File: src/rtl/nic_csr_pkg.sv
package nic_csr_pkg;
  localparam int unsigned CAUSE_W   = 8;
  localparam logic [7:0]  CAUSE_KEEP = 8'hFD;  // status 15:8 under 0xFD00
  localparam int unsigned EVT_W     = 6;
  localparam int unsigned CU_OP_W   = 4;
  localparam int unsigned RU_OP_W   = 3;

  typedef enum logic [1:0] {
    SEL_CTRL = 2'd0,
    SEL_PTR  = 2'd1,
    SEL_PORT = 2'd2,
    SEL_NONE = 2'd3
  } reg_sel_e;

  function automatic reg_sel_e decode_sel(input logic [3:0] addr);
    if (addr[1:0] != 2'b00) return SEL_NONE;
    case (addr[3:2])
      2'd0:    return SEL_CTRL;
      2'd1:    return SEL_PTR;
      2'd2:    return SEL_PORT;
      default: return SEL_NONE;
    endcase
  endfunction

  // cause index = status bit - 8; index 2 is software, index 1 unused
  function automatic logic [CAUSE_W-1:0] evt_to_cause(input logic [EVT_W-1:0] evt,
                                                      input logic swi);
    return {evt[5], evt[4], evt[3], evt[2], evt[1], swi, 1'b0, evt[0]};
  endfunction
endpackage

File: src/rtl/nic_cause_latch.sv
module nic_cause_latch #(
  parameter int unsigned W    = 8,
  parameter logic [W-1:0] KEEP = '1
) (
  input  logic         clk_i,
  input  logic         rst_ni,
  input  logic [W-1:0] set_i,
  input  logic [W-1:0] clr_i,
  output logic [W-1:0] q_o
);
  for (genvar i = 0; i < W; i++) begin : g_bit
    if (KEEP[i]) begin : g_live
      logic q;
      always_ff @(posedge clk_i or negedge rst_ni) begin
        if (!rst_ni)       q <= 1'b0;
        else if (set_i[i]) q <= 1'b1;   // set wins over clear
        else if (clr_i[i]) q <= 1'b0;
      end
      assign q_o[i] = q;
    end else begin : g_dead
      assign q_o[i] = 1'b0;
    end
  end
endmodule

File: src/rtl/nic_cmd_slot.sv
module nic_cmd_slot #(
  parameter int unsigned OP_W = 4
) (
  input  logic            clk_i,
  input  logic            rst_ni,
  input  logic            wr_en_i,
  input  logic [OP_W-1:0] wr_op_i,
  input  logic            ack_i,
  output logic [OP_W-1:0] op_o,
  output logic            valid_o,
  output logic            busy_o
);
  logic [OP_W-1:0] op_q;
  logic            pend_q;

  assign busy_o  = (op_q != '0);
  assign valid_o = busy_o && !pend_q;
  assign op_o    = op_q;

  always_ff @(posedge clk_i or negedge rst_ni) begin
    if (!rst_ni) begin
      op_q   <= '0;
      pend_q <= 1'b0;
    end else if (busy_o && ack_i) begin
      op_q   <= '0;
      pend_q <= 1'b0;
    end else if (valid_o) begin
      pend_q <= 1'b1;
    end else if (wr_en_i && !busy_o) begin
      op_q   <= wr_op_i;               // writes to a busy field are dropped
    end
  end
endmodule

File: src/rtl/nic_ctrl_regs.sv
module nic_ctrl_regs
  import nic_csr_pkg::*;
(
  input  logic                clk_i,
  input  logic                rst_ni,
  input  logic                bus_wr_i,
  input  logic [3:0]          bus_addr_i,
  input  logic [3:0]          bus_be_i,
  input  logic [31:0]         bus_wdata_i,
  output logic [31:0]         bus_rdata_o,
  input  logic [EVT_W-1:0]    evt_i,
  input  logic [1:0]          cu_state_i,
  input  logic [3:0]          ru_state_i,
  output logic                cu_valid_o,
  output logic [CU_OP_W-1:0]  cu_op_o,
  input  logic                cu_ack_i,
  output logic                ru_valid_o,
  output logic [RU_OP_W-1:0]  ru_op_o,
  input  logic                ru_ack_i,
  output logic [31:0]         op_ptr_o,
  output logic                port_wr_o,
  output logic [31:0]         port_data_o,
  output logic                irq_o
);
  reg_sel_e sel;
  logic wr_ctrl, wr_ptr, wr_port;
  logic swi_set, mask_q;
  logic [CAUSE_W-1:0] cause_q, cause_clr;
  logic [31:0] ptr_q;
  logic cu_busy, ru_busy;
  logic [15:0] status_w, cmd_w;

  assign sel     = decode_sel(bus_addr_i);
  assign wr_ctrl = bus_wr_i && (sel == SEL_CTRL);
  assign wr_ptr  = bus_wr_i && (sel == SEL_PTR);
  assign wr_port = bus_wr_i && (sel == SEL_PORT);

  assign swi_set   = wr_ctrl && bus_be_i[3] && bus_wdata_i[25];
  assign cause_clr = (wr_ctrl && bus_be_i[1]) ? bus_wdata_i[15:8] : '0;

  nic_cause_latch #(.W(CAUSE_W), .KEEP(CAUSE_KEEP)) u_cause (
    .clk_i (clk_i),
    .rst_ni(rst_ni),
    .set_i (evt_to_cause(evt_i, swi_set)),
    .clr_i (cause_clr),
    .q_o   (cause_q)
  );

  nic_cmd_slot #(.OP_W(CU_OP_W)) u_cu_slot (
    .clk_i  (clk_i),
    .rst_ni (rst_ni),
    .wr_en_i(wr_ctrl && bus_be_i[2]),
    .wr_op_i(bus_wdata_i[23:20]),
    .ack_i  (cu_ack_i),
    .op_o   (cu_op_o),
    .valid_o(cu_valid_o),
    .busy_o (cu_busy)
  );

  nic_cmd_slot #(.OP_W(RU_OP_W)) u_ru_slot (
    .clk_i  (clk_i),
    .rst_ni (rst_ni),
    .wr_en_i(wr_ctrl && bus_be_i[2]),
    .wr_op_i(bus_wdata_i[18:16]),
    .ack_i  (ru_ack_i),
    .op_o   (ru_op_o),
    .valid_o(ru_valid_o),
    .busy_o (ru_busy)
  );

  always_ff @(posedge clk_i or negedge rst_ni) begin
    if (!rst_ni) begin
      mask_q      <= 1'b0;
      ptr_q       <= '0;
      port_wr_o   <= 1'b0;
      port_data_o <= '0;
    end else begin
      if (wr_ctrl && bus_be_i[3]) mask_q <= bus_wdata_i[24];
      for (int b = 0; b < 4; b++)
        if (wr_ptr && bus_be_i[b]) ptr_q[8*b +: 8] <= bus_wdata_i[8*b +: 8];
      port_wr_o <= wr_port;
      if (wr_port) port_data_o <= bus_wdata_i;
    end
  end

  assign op_ptr_o = ptr_q;
  assign irq_o    = (|cause_q) && !mask_q;
  assign status_w = {cause_q, cu_state_i, ru_state_i, 2'b00};
  assign cmd_w    = {6'd0, 1'b0, mask_q, cu_op_o, 1'b0, ru_op_o};

  always_comb begin
    case (sel)
      SEL_CTRL: bus_rdata_o = {cmd_w, status_w};
      SEL_PTR:  bus_rdata_o = ptr_q;
      default:  bus_rdata_o = '0;
    endcase
  end
endmodule

File: config.mk
export PLATFORM = sky130hd
export DESIGN_NAME = nic_ctrl_regs
export DESIGN_NICKNAME = d
export VERILOG_FILES = /design/src/rtl/nic_csr_pkg.sv /design/src/rtl/nic_cause_latch.sv /design/src/rtl/nic_cmd_slot.sv /design/src/rtl/nic_ctrl_regs.sv
export SDC_FILE = /design/constraint.sdc
export NUM_CORES = 1
export LEC_CHECK = 0
export ABC_AREA = 1
export ABC_CLOCK_PERIOD_IN_PS = 1100
export BUFFER_PORTS_ARGS = -buffer_cell sky130_fd_sc_hd__clkbuf_2
export CORE_UTILIZATION = 50
export CTS_BUF_LIST = sky130_fd_sc_hd__clkbuf_4
export DETAILED_ROUTE_END_ITERATION = 12
export PLACE_DENSITY_LB_ADDON = 0.05
export SYNTH_ARGS = -nofsm -noshare
export SYNTH_HDL_FRONTEND = slang
export SYNTH_HIERARCHICAL = 1
export SYNTH_SLANG_ARGS = --single-unit
File: constraint.sdc
create_clock -name clk_i -period 1.1 [get_ports clk_i]
set_input_delay 0.11 -clock clk_i [delete_from_list [all_inputs] [get_ports clk_i]]
set_output_delay 0.11 -clock clk_i [all_outputs]
set_load 0.005 [all_outputs]
==> reports/qor.txt <==
cells along the critical path: inv_1 > nand4_1 > nor2_1 > nor2_1 > clkbuf_2
Pre-antenna DRT Iters: 5
CP peak stage delay: 0.41 ns
max cap viols: 0
Sinks on Clock Net: 82
clk slew on worst S/H paths: 0.13 ns
Die Y: 91.33 um
Final setup viols: 62
fin. max-slew vios: 0
DR DRC count: 0
HP Class: in2reg
detailed-route wire length per cell: 15.80 um
Slowest cell on crit path: dfrtp_1
first-pass GRT wire length: 19,890 um
Total Wirelength: 13,680 um
worst skew pair latency: 0.44 ns
die width: 91.33 um
# diodes: 0
final-report hold violation count: 0
skew final: 0.01221 ns
Core ar.: 7727 um2
Bufs on Longest Clock Path: 2
vias in the first global route: 4,077
Synth Cell Area: 3990 um2
Final ANT Viol Nets: 0
CTS Buf Count: 9
routed vias: 4,489
initial antenna violation count: 0
DP HPWL: 8225 um
Layout Nets: 816
CTS H-tree lvls: 3
Ys Warns: 6
Crit Path Class: reg2out
pre-CTS setup slack: -0.1669 ns
num ports: 164
CP Max Fanout: 2
GPL Wtd Cong: 0.8981
Crit path top cell by count: nor2_1
share of layout cells above drive strength 1: 0.4372
failing checks: negative setup slack
unrepaired setup endpoints after global routing: true
Worst setup SP type: register
num rows: 32
Final WS setup: -0.3643 ns
period utilization: 1.331
Max IR drop VDD: 0.7800 mV
crit path DAT: 1.35 ns
minimum hold slack: 0.07077 ns
total design power: 8.873 mW
syn avg cell area: 8.077 um2
initial detailed-routing violation count: 214
IO buf count: 163
die area: 8341 um2
GRT overflow: 0
Tmin final: 1.464 ns
Worst setup EP type: output port
Lkg Pwr: 3.451 nW
Area growth, synth to finish: 56.79%
P per Cell Area: 1418 nW/um2
post-synthesis net count: 551
Initial Util: 0.5164
post-synthesis cell count: 494
critical path data required time: 0.99 ns
CTS root buffer: clkbuf_4
highest clock rate: 682.9 MHz
pin count of the biggest net entering global routing: 83
vias per cell: 5.184
status: complete, but fails checks
CTS tree: done
GRT Resource Usage Total: 0.3058
power breakdown:
group	leakage, nW	total [mW]	switching (mW)	internal [mW]
clock network	0.0707	1.85	1.13	0.723
registers	0.968	4.02	0.419	3.60
logic	2.41	3.00	1.39	1.61
total	3.45	8.87	2.94	5.93
critical path, delay by kind of cell, from the launching register on:
family	cells	cell delay, ns
buf+inv	2	0.21
flops	1	0.41
simple gates	3	0.32
registers in the layout, indices dropped and copies added (netlist names):
register                cells
port_data_o                32
u_ru_slot/op_o              3
port_wr_o                   1
mask_q                      1
u_cu_slot/op_o              4
op_ptr_o                   32
u_ru_slot/pend_q            1
u_cause/g_bit.g_live.q      7
u_cu_slot/pend_q            1
stage by stage:
step                      utilization  std cells  cell area [um2]  setup TNS (ns)
after floorplan                     -        494             3990               0
after global placement         0.6454        752             4987          -3.773
after detailed placement       0.6454        752             4987          -5.165
after CTS                      0.7566        840             5847          -6.636
after global routing           0.8096        866             6256          -11.24
final                          0.8096        866             6256          -8.041
placed cells by master, fill, tap and decap left out, types with 2 or more instances in the layout:
master	instances
inv_1	50
o22ai_1	3
nor3_1	2
nor2_2	5
buf_2	26
nor2_4	7
nand2_2	10
clkbuf_2	131
clkinvlp_4	2
buf_6	25
buf_4	54
buf_12	5
dlygate4sd3_1	42
o21ai_0	7
dfrtp_2	6
nand3_4	2
nand3_2	9
nand3_1	40
nand2_1	137
clkinv_1	3
nor2_1	16
a21oi_2	2
o22ai_2	6
o21bai_1	33
clkbuf_4	10
inv_2	25
nand4_1	7
o21ai_1	12
dfrtp_1	76
o21ai_2	4
final timing paths:
path | startpoint | end | slack [ns] | depth (start not counted)
max | u_cause/g_bit[6].g_live.q$_DFFE_PN0P_ | irq_o | -0.36 | 5
min | bus_be_i[1] | op_ptr_o[10]$_DFFE_PN0P_ | 0.07 | 3
max reg2reg | u_cu_slot/op_o[0]$_DFFE_PN0P_ | u_cu_slot/op_o[2]$_DFFE_PN0P_ | -0.08 | 6
min reg2reg | port_data_o[29]$_DFFE_PN0P_ | port_data_o[29]$_DFFE_PN0P_ | 0.50 | 2
max in group asynchronous | rst_ni | u_cu_slot/op_o[2]$_DFFE_PN0P_ | 0.51 | 3
min in group asynchronous | rst_ni | u_ru_slot/op_o[0]$_DFFE_PN0P_ | 0.20 | 3
area by class of cell:
cell class | instances | area [um2]
Tap cell | 102 | 127.6
Sequential cell | 82 | 2059
Inverter | 78 | 295.3
Timing Repair Buffer | 283 | 1993
Clock inverter | 6 | 66.31
Multi-Input combinational cell | 305 | 1639
Fill cell | 518 | 1471
Clock buffer | 10 | 75.07
what timing repair did:
action / in CTS / in global routing
gates cloned: 0 / 0
hold endpoints to repair: 163 / 0
pin swaps: 38 / 19
setup buffers: 30 / 28
resized for setup: 48 / 86
hold buffers: 42 / 0
setup endpoints to repair: 42 / 90
metal layers:
layer	vias to the layer above	track usage	routed length [um]
li1	2070	-	-
met1	2143	0.3871	5391
met2	222	0.5322	6866
met4	0	0.1190	564
met3	54	0.03936	858
met5	-	0	0
No activity file was read; power rests on OpenSTA's default activity.
